## config.mk

```make
export PLATFORM = sky130hd
export DESIGN_NAME = alu_top
export DESIGN_NICKNAME = d
export VERILOG_FILES = /design/src/rtl/alu_pkg.sv /design/src/rtl/alu_ctrl.sv /design/src/rtl/alu_dp.sv /design/src/rtl/alu_top.sv
export SDC_FILE = /design/constraint.sdc
export NUM_CORES = 1
export LEC_CHECK = 0
export BUFFER_PORTS_ARGS = -buffer_cell sky130_fd_sc_hd__buf_4
export CAP_MARGIN = 20
export CORE_MARGIN = 5
export CORE_UTILIZATION = 40
export CTS_CLUSTER_SIZE = 20
export DETAILED_ROUTE_END_ITERATION = 10
export GPL_ROUTABILITY_DRIVEN = 0
export HOLD_SLACK_MARGIN = 0.02
export PLACE_DENSITY = 0.68
export SYNTH_ARGS = -nofsm -noshare
export SYNTH_HDL_FRONTEND = slang
export SYNTH_SLANG_ARGS = --single-unit
```

## constraint.sdc

```tcl
create_clock -name clk -period 0.9 [get_ports clk]
set_input_delay 0.225 -clock clk [delete_from_list [all_inputs] [get_ports clk]]
set_output_delay 0.225 -clock clk [all_outputs]
set_load 0.05 [all_outputs]
```

## src/rtl/alu_pkg.sv

```systemverilog
package alu_pkg;

  localparam int unsigned STAT_W = 8;
  localparam int unsigned FLAG_C = 0;
  localparam int unsigned FLAG_Z = 1;
  localparam int unsigned FLAG_I = 2;
  localparam int unsigned FLAG_D = 3;
  localparam int unsigned FLAG_V = 6;
  localparam int unsigned FLAG_N = 7;

  typedef enum logic [4:0] {
    OP_ADC   = 5'd0,
    OP_SBC   = 5'd1,
    OP_CMP   = 5'd2,
    OP_AND   = 5'd3,
    OP_OR    = 5'd4,
    OP_XOR   = 5'd5,
    OP_BIT   = 5'd6,
    OP_INC   = 5'd7,
    OP_DEC   = 5'd8,
    OP_SHL   = 5'd9,
    OP_SHR   = 5'd10,
    OP_ROL   = 5'd11,
    OP_ROR   = 5'd12,
    OP_LOAD  = 5'd13,
    OP_XFER  = 5'd14,
    OP_XSP   = 5'd15,
    OP_CLRC  = 5'd16,
    OP_SETC  = 5'd17,
    OP_CLRI  = 5'd18,
    OP_SETI  = 5'd19,
    OP_CLRD  = 5'd20,
    OP_SETD  = 5'd21,
    OP_CLRV  = 5'd22
  } aluOp_e;

  typedef enum logic [3:0] {
    RS_SUM, RS_AND, RS_OR, RS_XOR, RS_INC, RS_DEC,
    RS_SHL, RS_SHR, RS_MEM, RS_REG
  } resSel_e;

  typedef struct packed {
    resSel_e           resSel;
    logic              invertMem;
    logic              carryFromStatus;
    logic              forceCarry;
    logic              rotateIn;
    logic              keepReg;
    logic              updC;
    logic              updZN;
    logic              updV;
    logic              bitTest;
    logic [STAT_W-1:0] setMask;
    logic [STAT_W-1:0] clrMask;
  } aluStrobe_t;

endpackage

```

## src/rtl/alu_ctrl.sv

```systemverilog
module alu_ctrl
  import alu_pkg::*;
(
  input  logic [4:0] opSel,
  output aluStrobe_t strobe
);

  always_comb begin
    strobe = '0;
    strobe.resSel = RS_REG;
    case (aluOp_e'(opSel))
      OP_ADC: begin
        strobe.resSel = RS_SUM;
        strobe.carryFromStatus = 1'b1;
        strobe.updC = 1'b1; strobe.updZN = 1'b1; strobe.updV = 1'b1;
      end
      OP_SBC: begin
        strobe.resSel = RS_SUM;
        strobe.invertMem = 1'b1;
        strobe.carryFromStatus = 1'b1;
        strobe.updC = 1'b1; strobe.updZN = 1'b1; strobe.updV = 1'b1;
      end
      OP_CMP: begin
        strobe.resSel = RS_SUM;
        strobe.invertMem = 1'b1;
        strobe.forceCarry = 1'b1;
        strobe.keepReg = 1'b1;
        strobe.updC = 1'b1; strobe.updZN = 1'b1;
      end
      OP_AND: begin strobe.resSel = RS_AND; strobe.updZN = 1'b1; end
      OP_OR:  begin strobe.resSel = RS_OR;  strobe.updZN = 1'b1; end
      OP_XOR: begin strobe.resSel = RS_XOR; strobe.updZN = 1'b1; end
      OP_BIT: begin
        strobe.resSel = RS_AND;
        strobe.keepReg = 1'b1;
        strobe.updZN = 1'b1;
        strobe.bitTest = 1'b1;
      end
      OP_INC: begin strobe.resSel = RS_INC; strobe.updZN = 1'b1; end
      OP_DEC: begin strobe.resSel = RS_DEC; strobe.updZN = 1'b1; end
      OP_SHL: begin strobe.resSel = RS_SHL; strobe.updC = 1'b1; strobe.updZN = 1'b1; end
      OP_SHR: begin strobe.resSel = RS_SHR; strobe.updC = 1'b1; strobe.updZN = 1'b1; end
      OP_ROL: begin
        strobe.resSel = RS_SHL; strobe.rotateIn = 1'b1;
        strobe.updC = 1'b1; strobe.updZN = 1'b1;
      end
      OP_ROR: begin
        strobe.resSel = RS_SHR; strobe.rotateIn = 1'b1;
        strobe.updC = 1'b1; strobe.updZN = 1'b1;
      end
      OP_LOAD: begin strobe.resSel = RS_MEM; strobe.updZN = 1'b1; end
      OP_XFER: begin strobe.resSel = RS_REG; strobe.updZN = 1'b1; end
      OP_XSP:  strobe.resSel = RS_REG;
      OP_CLRC: strobe.clrMask[FLAG_C] = 1'b1;
      OP_SETC: strobe.setMask[FLAG_C] = 1'b1;
      OP_CLRI: strobe.clrMask[FLAG_I] = 1'b1;
      OP_SETI: strobe.setMask[FLAG_I] = 1'b1;
      OP_CLRD: strobe.clrMask[FLAG_D] = 1'b1;
      OP_SETD: strobe.setMask[FLAG_D] = 1'b1;
      OP_CLRV: strobe.clrMask[FLAG_V] = 1'b1;
      default: strobe.resSel = RS_REG;
    endcase
  end

endmodule

```

## src/rtl/alu_dp.sv

```systemverilog
module alu_dp
  import alu_pkg::*;
#(
  parameter int unsigned DATA_W = 8
) (
  input  aluStrobe_t        strobe,
  input  logic [DATA_W-1:0] regIn,
  input  logic [DATA_W-1:0] memIn,
  input  logic [STAT_W-1:0] statusIn,
  output logic [DATA_W-1:0] resNext,
  output logic [STAT_W-1:0] statusNext
);

  localparam int unsigned MSB = DATA_W - 1;

  logic [DATA_W-1:0] opB;
  logic              carryIn;
  logic              shiftIn;
  logic [DATA_W:0]   sum;
  logic [DATA_W-1:0] aluVal;
  logic              carryOut;
  logic              zeroFlag;
  logic              negFlag;
  logic              ovfFlag;
  logic [STAT_W-1:0] flagsMid;

  assign opB     = strobe.invertMem ? ~memIn : memIn;
  assign carryIn = strobe.carryFromStatus ? statusIn[FLAG_C] : strobe.forceCarry;
  assign shiftIn = strobe.rotateIn & statusIn[FLAG_C];
  assign sum     = {1'b0, regIn} + {1'b0, opB} + {{DATA_W{1'b0}}, carryIn};

  always_comb begin
    carryOut = statusIn[FLAG_C];
    case (strobe.resSel)
      RS_SUM: begin aluVal = sum[MSB:0]; carryOut = sum[DATA_W]; end
      RS_AND: aluVal = regIn & memIn;
      RS_OR:  aluVal = regIn | memIn;
      RS_XOR: aluVal = regIn ^ memIn;
      RS_INC: aluVal = regIn + {{(DATA_W-1){1'b0}}, 1'b1};
      RS_DEC: aluVal = regIn - {{(DATA_W-1){1'b0}}, 1'b1};
      RS_SHL: begin aluVal = {regIn[MSB-1:0], shiftIn}; carryOut = regIn[MSB]; end
      RS_SHR: begin aluVal = {shiftIn, regIn[MSB:1]}; carryOut = regIn[0]; end
      RS_MEM: aluVal = memIn;
      default: aluVal = regIn;
    endcase
  end

  assign zeroFlag = (aluVal == '0);
  assign negFlag  = aluVal[MSB];
  assign ovfFlag  = (regIn[MSB] == opB[MSB]) && (aluVal[MSB] != regIn[MSB]);

  always_comb begin
    flagsMid = statusIn;
    if (strobe.updC)  flagsMid[FLAG_C] = carryOut;
    if (strobe.updZN) begin
      flagsMid[FLAG_Z] = zeroFlag;
      flagsMid[FLAG_N] = negFlag;
    end
    if (strobe.updV)  flagsMid[FLAG_V] = ovfFlag;
    if (strobe.bitTest) begin
      flagsMid[FLAG_N] = memIn[MSB];
      flagsMid[FLAG_V] = memIn[MSB-1];
    end
  end

  assign statusNext = (flagsMid | strobe.setMask) & ~strobe.clrMask;
  assign resNext    = strobe.keepReg ? regIn : aluVal;

endmodule

```

## src/rtl/alu_top.sv

```systemverilog
module alu_top
  import alu_pkg::*;
#(
  parameter int unsigned DATA_W = 8
) (
  input  logic              clk,
  input  logic              rstN,
  input  logic [4:0]        opSel,
  input  logic [DATA_W-1:0] regIn,
  input  logic [DATA_W-1:0] memIn,
  input  logic [STAT_W-1:0] statusIn,
  input  logic              wrEn,
  output logic [DATA_W-1:0] resultOut,
  output logic [STAT_W-1:0] statusOut
);

  aluStrobe_t        strobe;
  logic [DATA_W-1:0] resNext;
  logic [STAT_W-1:0] statusNext;

  alu_ctrl u_ctrl (
    .opSel  (opSel),
    .strobe (strobe)
  );

  alu_dp #(.DATA_W(DATA_W)) u_dp (
    .strobe     (strobe),
    .regIn      (regIn),
    .memIn      (memIn),
    .statusIn   (statusIn),
    .resNext    (resNext),
    .statusNext (statusNext)
  );

  always_ff @(posedge clk or negedge rstN) begin
    if (!rstN) begin
      resultOut <= '0;
      statusOut <= '0;
    end else if (wrEn) begin
      resultOut <= resNext;
      statusOut <= statusNext;
    end
  end

endmodule

```

==> results of run 1 <==
## cell families after synthesis
group / synth area share
AO/OA/AOI/OAI: 0.272
AND/OR/NAND/NOR: 0.190
buffers and inverters: 0.0809
adder cells (fa/ha/maj): 0.172
XOR/XNOR: 0.0814
flip-flops: 0.163
multiplexers: 0.0407
## worst max-delay path by stage
stage	startpoint	end	slack [ns]	depth (start not counted)
2_1_floorplan	opSel[3]	statusOut[1]$_DFFE_PN0P_	-2.16	13
3_3_place_gp	opSel[4]	statusOut[1]$_DFFE_PN0P_	-2.14	12
3_5_place_dp	opSel[4]	statusOut[1]$_DFFE_PN0P_	-2.22	12
4_1_cts	opSel[3]	statusOut[1]$_DFFE_PN0P_	-1.90	12
5_1_grt	opSel[3]	statusOut[1]$_DFFE_PN0P_	-2.03	15
6_report	opSel[3]	statusOut[1]$_DFFE_PN0P_	-1.90	15
## power by group through the flow
stage / Clock, mW / Sequential (mW) / Combinational [mW]
2_1_floorplan: 0 / 1.25 / 0.908
3_3_place_gp: 0 / 0.891 / 2.07
3_5_place_dp: 0 / 0.896 / 2.11
4_1_cts: 0.688 / 0.902 / 2.42
5_1_grt: 0.716 / 0.917 / 2.87
6_report: 0.679 / 0.905 / 2.71
## worst max-delay path, cell delays in order
cell and delay [ns]:
buf_8 0.10, nor3_4 0.23, o21ai_4 0.10, buf_4 0.14, buf_6 0.13, buf_12 0.14
xnor2_1 0.12, ha_1 0.36, a21o_1 0.19, nand2_1 0.11, a31oi_2 0.11, xor2_1 0.17
a221oi_2 0.41, o21ai_0 0.20, o31ai_1 0.23
## flip-flops by register name, summed over array words and instances, names as in the netlist
signal and count:
statusOut 8, resultOut 8
## layer usage
layer / track usage / vias to the layer above / part of all wire
li1: - / 1437 / -
met1: 0.285 / 1454 / 0.38
met2: 0.411 / 121 / 0.53
met3: 0.0438 / 24 / 0.069
met4: 0.0838 / 0 / 0.025
met5: 0 / - / 0
## cells in the final DEF, fill, tap and decap left out, types with 4 or more instances in the layout
master     instances
a21oi_2            7
a221oi_2           5
a222oi_1           6
a22o_1             4
a22oi_1            4
a2bb2oi_1          4
a31oi_1            5
and3_1             4
buf_4            135
buf_6             31
clkbuf_8           4
dfrtp_1           14
ha_1              24
ha_4               4
inv_1             26
mux2_2             4
mux2_4             4
nand2_1           20
nand3_1            8
nor2_1            15
nor2_4             4
nor3_1             5
o21a_1             4
o21ai_0            8
o21ai_1            8
xnor2_1            9
xnor2_2            5
xor2_1             6
## layout make-up
class	count	area [µm²]	share of cell area
Clock buffer	4	55.1	0.0124
Inverter	28	108	0.0243
Multi-Input combinational cell	240	2310	0.522
Sequential cell	16	403	0.0910
Tap cell	75	93.8	0.0212
Timing Repair Buffer	172	1460	0.329
## metrics by stage
stage | instance area (µm²) | cells | util | hold slack [ns] | worst slack [ns]
5_1_grt | 4430 | 535 | 0.744 | 0.199 | -2.03
3_3_place_gp | 3600 | 496 | 0.604 | 0.0921 | -2.14
4_1_cts | 4080 | 516 | 0.686 | 0.188 | -1.90
6_report | 4430 | 535 | 0.744 | 0.190 | -1.90
3_5_place_dp | 3600 | 496 | 0.604 | 0.0983 | -2.22
2_1_floorplan | 2610 | 301 | - | -0.0706 | -2.16
## timing repair
action	4_1_cts	5_1_grt
gates resized for setup	68	40
endpoints found under the hold margin	16	0
pin swaps	42	33
setup buffers	16	20
hold buffers	1	0
setup endpoints to repair	30	31
==> run_results.csv, run 1 <==
group,metric,value,unit
floorplan,initial_utilization,0.413,
min_path,hp-class,"in -> reg",
timing,setup_ws,-1.90,ns
yosys,yosysTopAreaCell,"dfrtp_1",
floorplan,core-area,5960,µm²
setup_path,path_max_fanout,5,
cts,clkLatencyLatePin,0.26,ns
yosys,yosysMostFrequentCell,"ha_1",
yosys,synth_cells,301,
power_and_ir_drop,p_leak,2.14,nW
finish,area_growth,80.2,%
global_route,grt_first_pass_wirelength,14.4,mm
yosys,synth.distinct_cells,62,
route,drc,0,
timing,maxSlewHeadroom,0.661,
timing,rsz0062_at_grt,"true",
cts,root_buffer,"clkbuf_8",
finish,nNetsFinal,525,
timing,finalHoldViolCount,0,
min_path,whs_endpoint,"statusOut[5]$_DFFE_PN0P_",
yosys,synth-edff-count,0,
setup_path,worstRegToRegCells,3,
yosys,avgSynthCellArea,8.17,µm²
setup_path,crit_path_end_kind,"flip-flop",
route,via_count,3036,
cts,clock_path_buffers,2,
route,drtIter0Drc,221,
floorplan,dieArea,7810,µm²
placed_design,portBuffers,47,
floorplan,ios,48,
global_route,gr-total-overflow,0,
cts,htreeDepth,1,
cts,cts_tree,"yes",
timing,fin_crit_sh,3.12,
setup_path,path_class,"in -> reg",
floorplan,rows,28,
job,maxCapViolations,0,
power_and_ir_drop,ir_worst_vdd,0.00126,V
finish,layout-drive-gt1-share,0.546,
floorplan,fp.dieW,88.4,µm
cts,cts_sinks,16,
timing,setup_viol,31,
timing,final_max_slew_viol_count,0,
yosys,ys.flop_type,"dfrtp_1",
setup_path,reg2reg_setup_slack,-0.03,ns
power_and_ir_drop,switching_share,0.411,
power_and_ir_drop,internal_power,2.53,mW
route,wire_per_inst,18.1,µm
finish,n_fill_cell,408,
global_route,grt_pass1_vias,3010,
yosys,async_flop_share,1.00,
route,wl,9.70,mm
power_and_ir_drop,p_clk_frac,0.158,
timing,max_slew.worst_pin.slew,0.501,ns
timing,fmax,357,MHz
yosys,yosysWarnings,0,
yosys,syn_area,2460,µm²
floorplan,die_h,88.4,µm
timing,skew,0,ns
setup_path,r2r-start,"statusOut[6]$_DFFE_PN0P_",
power_and_ir_drop,power.total,4.29,mW
setup_path,cp.arrival,2.97,ns
power_and_ir_drop,power_frac_comb,0.631,
placed_design,hpwl,6.92,mm
route,antenna_left,0,
setup_path,r2r-end,"statusOut[6]$_DFFE_PN0P_",
timing,min_period,2.80,ns
yosys,ys_seq_area_frac,0.163,
cts,clk_pin_slew_worst_paths,0.07,ns
yosys,post-synth-top-area-fraction,0.163,
yosys,ys_seq_elements,16,
timing,fin_setup_tns,-24.65,ns
route,vias_per_cell,5.67,
power_and_ir_drop,p_switching,1.76,mW
global_route,grt.total_usage,0.234,
status,violations,"negative setup slack",
min_path,hold_path_startpoint,"statusIn[5]",
yosys,synthTopCellsByArea,"dfrtp_1 (16%), ha_1 (15%), xnor2_1 (5.3%)",
power_and_ir_drop,power.share.sequential,0.211,
setup_path,critPathRequiredTime,1.07,ns
status,status,"finished with violations",
power_and_ir_drop,power_density,969,nW/µm²
min_path,hold_path_depth,2,
global_route,grt_max_degree,21,
global_route,antenna_found_initial,0,
yosys,synth_nets,365,
cts,cts_buffers,3,
route,dr.pass1.iters,5,
setup_path,start_kind,"primary input",
yosys,ys_top_cells_by_count,"ha_1 (29), inv_1 (28), nand2_1 (22)",
finish,n_antenna_cell,0,
(Power assumes the default switching activity.)
==> run 2: changes to the inputs <==
Settings changed: GPL_ROUTABILITY_DRIVEN 0 to not set, PLACE_DENSITY 0.68 to 0.6.
==> run 2 against run 1 <==
The run still ends with negative setup slack left. Sequential cell count unchanged. Sequential share of layout area is 0.15 points higher. Routed wire length down 3.9%.
==> run_results.csv, run 2 (synthesis results as in run 1) <==
group,metric,value,unit
status,status,"finished with violations",
status,violations,"negative setup slack",
cts,root_buffer,"clkbuf_8",
setup_path,slowest_delay,0.39,ns
floorplan,die_h,88.4,µm
timing,fmax,357,MHz
placed_design,portBuffers,47,
floorplan,dieArea,7810,µm²
finish,final_cell_mix,"buf_4 (142), inv_1 (25), ha_1 (23), buf_6 (23), nand2_1 (20)",
setup_path,path_max_fanout,3,
min_path,hp-class,"in -> reg",
floorplan,initial_utilization,0.413,
power_and_ir_drop,power.total,4.17,mW
timing,final_max_slew_viol_count,0,
setup_path,r2r-start,"statusOut[6]$_DFFE_PN0P_",
setup_path,startpoint,"opSel[4]",
placed_design,pre_cts_slack,-2.16,ns
finish,instances_no_fill,534,
route,drc,0,
finish,layout-drive-gt1-share,0.545,
setup_path,reg2reg_setup_slack,-0.06,ns
timing,rsz0062_at_grt,"true",
timing,setup_viol,30,
timing,max_slew.worst_pin.slew,0.590,ns
floorplan,fp.dieW,88.4,µm
timing,finalHoldWorstSlack,0.208,ns
setup_path,cp-endpoint,"statusOut[1]$_DFFE_PN0P_",
floorplan,ios,48,
timing,fin_setup_tns,-23.09,ns
timing,min_period,2.80,ns
placed_design,placed_cells,505,
timing,finalHoldViolCount,0,
floorplan,core-area,5960,µm²
setup_path,path_class,"in -> reg",
floorplan,rows,28,
cts,cts_tree,"yes",
setup_path,start_kind,"primary input",
setup_path,crit_family,"simple AND/OR/NAND/NOR gates",
global_route,gr-total-overflow,0,
cts,clkLatencyLatePin,0.25,ns
route,drtIter0Drc,147,
placed_design,hpwl,6.92,mm
power_and_ir_drop,ir_worst_vdd,0.00105,V
setup_path,crit_chain,"buf_8 > nor3_4 > o21ai_4 > xnor2_2 > fa_2 > fa_2 > buf_6 > xor2_1 > a22o_1 > nor4b_2 > and3_1 > nand4_1 > o31ai_1",
global_route,antenna_found_initial,0,
global_route,grt_pass1_vias,2940,
cts,htreeDepth,1,
timing,fin_crit_sh,3.11,
global_route,grt_max_degree,17,
finish,nNetsFinal,524,
route,antenna_left,0,
setup_path,crit_buf_inv,2,
setup_path,cpMaxStageDelayCell,"fa_2",
setup_path,critPathMostFrequentCell,"fa_2",
timing,skew,0,ns
power_and_ir_drop,p_leak,2.10,nW
setup_path,cp.arrival,2.97,ns
route,dr.pass1.iters,5,
finish,layout_commonest_cell,"buf_4",
setup_path,r2r-end,"statusOut[6]$_DFFE_PN0P_",
timing,setup_ws,-1.90,ns
route,vias_per_cell,5.63,
finish,area_growth,77.2,%
setup_path,cp.depth,13,
finish,largestRegisters,"resultOut: 8 flops, statusOut: 8 flops",
cts,cts_sinks,16,
power_and_ir_drop,power_density,957,nW/µm²
cts,clk_pin_slew_worst_paths,0.07,ns
job,maxCapViolations,0,
placed_design,routabilityCongestion,0.905,
timing,maxSlewHeadroom,0.607,
global_route,grt.total_usage,0.224,
setup_path,worstRegToRegCells,3,
cts,cts_buffers,3,
route,wl,9.32,mm
setup_path,crit_path_end_kind,"flip-flop",
route,via_count,3008,
finish,n_antenna_cell,0,
setup_path,critPathRequiredTime,1.07,ns
global_route,grt_first_pass_wirelength,13.9,mm
cts,clock_path_buffers,2,
route,wire_per_inst,17.4,µm
[run 2: cell count changes in the layout (fill, tap and decap cells not counted), sizes merged]
cell  delta
buf      -1
[run 2: area by class of cell]
class,instances,area [µm²]
inverter,28,105
tap,75,93.8
multi-input combinational,240,2280
timing repair buffer,171,1420
sequential,16,403
clock buffer,4,55.1
fill,476,1600
[run 2: report_power, final]
part | internal, mW | leakage, nW | total, mW | switching, mW
logic | 1.26 | 1.88 | 2.61 | 1.34
registers | 0.823 | 0.187 | 0.903 | 0.0794
clock network | 0.389 | 0.0288 | 0.656 | 0.267
[run 2: metal layers]
layer	GRT usage	up-vias	share of wire
met2	0.385	95	0.51
met1	0.286	1463	0.41
met5	0	-	0
met3	0.0363	19	0.053
met4	0.0714	0	0.022
li1	-	1431	-
[run 2: timing repair]
item,4_1_cts,5_1_grt
setup buffers,11,16
hold buffers,1,0
pin swaps,37,39
endpoints found under the setup margin,30,30
hold endpoints to repair,16,0
resized for setup,53,43
[run 2: through the flow]
stage / area [µm²] / util
4_1_cts: 4030 / 0.676
3_5_place_dp: 3680 / 0.618
5_1_grt: 4360 / 0.731
6_report: 4360 / 0.731
3_3_place_gp: 3680 / 0.618
2_1_floorplan: 2610 / -
[run 2: worst min-delay path by stage]
stage           startpoint                  endpoint  depth (start not counted)
6_report       statusIn[4]  statusOut[4]$_DFFE_PN0P_                          2
5_1_grt        statusIn[4]  statusOut[4]$_DFFE_PN0P_                          2
2_1_floorplan         rstN  resultOut[0]$_DFFE_PN0P_                          0
3_5_place_dp          rstN  statusOut[3]$_DFFE_PN0P_                          1
3_3_place_gp          rstN  resultOut[0]$_DFFE_PN0P_                          1
4_1_cts        statusIn[5]  statusOut[5]$_DFFE_PN0P_                          2
[run 2: worst register-to-register path: cells and delay by family (launching register included)]
family | cells | cell delay [ns]
AND/OR/NAND/NOR | 2 | 0.23
flip-flops | 1 | 0.40
AO/OA/AOI/OAI | 1 | 0.22
==> run 3: changes to the inputs <==
Settings changed: CAP_MARGIN 20 to not set, CELL_PAD_IN_SITES_DETAIL_PLACEMENT set to 1, CELL_PAD_IN_SITES_GLOBAL_PLACEMENT set to 2, CORE_UTILIZATION 40 to 33, CTS_CLUSTER_DIAMETER set to 50, PLACE_DENSITY 0.6 to 0.8.
==> run 3 against run 2 <==
The run still ends with negative setup slack left. Largest power group unchanged. Clock skew is the same. First-iteration DRC count shrank 16%. Via count shrank 1.0%. Final area is 0.37% higher.
==> run_results.csv, run 3 (synthesis results as in run 1) <==
group,metric,value,unit
status,status,"finished with violations",
status,violations,"negative setup slack",
floorplan,rows,31,
finish,largestRegisters,"resultOut: 8 flops, statusOut: 8 flops",
timing,setup_ws,-1.90,ns
route,wl,10.6,mm
route,drtIter0Drc,124,
route,drc,0,
setup_path,crit_family,"buffers and inverters",
finish,layout_commonest_cell,"buf_4",
setup_path,critPathMostFrequentCell,"buf_4",
min_path,hp-class,"in -> reg",
floorplan,die_h,96.3,µm
finish,final_cell_mix,"buf_4 (132), inv_1 (25), ha_1 (24), buf_6 (24), nand2_1 (21)",
timing,finalHoldViolCount,0,
timing,fmax,358,MHz
cts,cts_tree,"yes",
power_and_ir_drop,internal_power,2.48,mW
finish,finalInstanceArea,4370,µm²
cts,root_buffer,"clkbuf_8",
placed_design,portBuffers,47,
finish,multi_input_area,2240,µm²
setup_path,crit_chain,"buf_8 > nor3_4 > o21ai_4 > xnor2_2 > fa_2 > buf_4 > buf_6 > buf_6 > a21oi_4 > nand4b_1 > a31oi_2 > xor2_1 > a221oi_2 > buf_4 > buf_4 > nor2b_4 > o22ai_1",
placed_design,placed_area,3720,µm²
placed_design,hpwl,8.04,mm
power_and_ir_drop,p_switching,1.74,mW
route,vias_per_cell,5.39,
global_route,gr-total-overflow,0,
power_and_ir_drop,switching_share,0.412,
job,maxCapViolations,0,
timing,maxSlewHeadroom,0.640,
route,antenna_left,0,
timing,fin_setup_tns,-23.59,ns
power_and_ir_drop,ir_worst_vdd,0.000610,V
setup_path,cpMaxStageDelayCell,"fa_2",
finish,n_fill_cell,845,
route,dr.pass1.iters,4,
timing,min_period,2.80,ns
power_and_ir_drop,p_leak,2.07,nW
global_route,top_usage_layer,"met2",
floorplan,initial_utilization,0.339,
power_and_ir_drop,power_density,966,nW/µm²
global_route,met2_usage,0.419,
finish,area_growth,77.8,%
setup_path,crit_buf_inv,6,
power_and_ir_drop,p_clk_frac,0.156,
route,wire_per_inst,19.1,µm
timing,final_max_slew_viol_count,0,
global_route,use_met1,0.278,
global_route,grt_pass1_vias,3211,
timing,fin_crit_sh,3.11,
global_route,grt.total_usage,0.229,
cts,htreeDepth,1,
finish,layout-drive-gt1-share,0.520,
timing,setup_viol,30,
setup_path,crit_path_end_kind,"flip-flop",
setup_path,slowest_delay,0.41,ns
setup_path,reg2reg_setup_slack,-0.06,ns
timing,max_slew.worst_pin.slew,0.539,ns
setup_path,critPathRequiredTime,1.04,ns
floorplan,core-area,7250,µm²
cts,cts_sinks,16,
cts,clock_path_buffers,2,
setup_path,path_class,"in -> reg",
floorplan,ios,48,
power_and_ir_drop,power.total,4.22,mW
finish,n_antenna_cell,0,
cts,cts_buffers,3,
placed_design,placed_cells,529,
power_and_ir_drop,power_frac_comb,0.631,
floorplan,fp.dieW,96.3,µm
cts,clk_pin_slew_worst_paths,0.07,ns
global_route,antenna_found_initial,0,
setup_path,start_kind,"primary input",
global_route,grt_first_pass_wirelength,16.3,mm
global_route,grt_max_degree,21,
setup_path,path_max_fanout,4,
placed_design,routabilityCongestion,0.904,
timing,rsz0062_at_grt,"true",
floorplan,dieArea,9280,µm²
finish,instances_no_fill,553,
finish,nNetsFinal,519,
cts,clkLatencyLatePin,0.25,ns
setup_path,cp.arrival,2.94,ns
timing,skew,0,ns
power_and_ir_drop,power.share.sequential,0.213,
global_route,met3_usage,0.0235,
route,via_count,2978,
timing,finalHoldWorstSlack,0.202,ns
finish,register_area,403,µm²
run 3: changes by cell type in the layout (fill, tap and decap cells not counted), sizes merged:
cell and change:
buf -5
run 3: final cells by class:
class,instances,share of cell area
sequential,16,0.0922
clock buffer,4,0.0126
inverter,28,0.0246
multi-input combinational,240,0.513
tap,99,0.0283
timing repair buffer,166,0.330
run 3: repair_timing:
item	CTS	global route
resized for setup	67	27
buffers inserted	11	8
setup endpoints to repair	30	30
hold buffers	1	0
pin swaps	22	13
endpoints found under the hold margin	16	0
run 3: worst register-to-register path, delay by kind of cell (launching register included):
kind	cells	cell delay [ns]
and+or+nand+nor	2	0.25
AOI/OAI and AO/OA	1	0.21
DFF	1	0.39
run 3: power groups by stage:
stage                     sequential (mW)  clock, mW  combinational, mW
after floorplan                      1.25          0              0.908
after global placement              0.889          0               2.18
after detailed placement            0.891          0               2.24
after CTS                           0.898      0.679               2.51
after global routing                0.912      0.696               2.83
final                               0.900      0.658               2.66
run 3: path summary, 6_finish.rpt:
kind                                           from                       end  cells after the start
max                                        opSel[4]  resultOut[7]$_DFFE_PN0P_                     17
min                                     statusIn[4]  statusOut[4]$_DFFE_PN0P_                      2
max reg2reg                statusOut[6]$_DFFE_PN0P_  statusOut[6]$_DFFE_PN0P_                      3
min reg2reg                statusOut[4]$_DFFE_PN0P_  statusOut[4]$_DFFE_PN0P_                      1
max in group asynchronous                      rstN  statusOut[4]$_DFFE_PN0P_                      2
min in group asynchronous                      rstN  statusOut[5]$_DFFE_PN0P_                      2
run 3: per-stage QoR:
stage	setup slack (ns)	utilization
after global placement	-2.15	0.513
final	-1.90	0.603
after detailed placement	-2.26	0.513
after floorplan	-2.16	-
after global routing	-2.02	0.603
after CTS	-1.91	0.579
run 3: metal layers:
layer,part of all wire,vias to the layer above
li1,-,1418
met1,0.41,1464
met2,0.52,72
met3,0.041,24
met4,0.031,0
met5,0,-
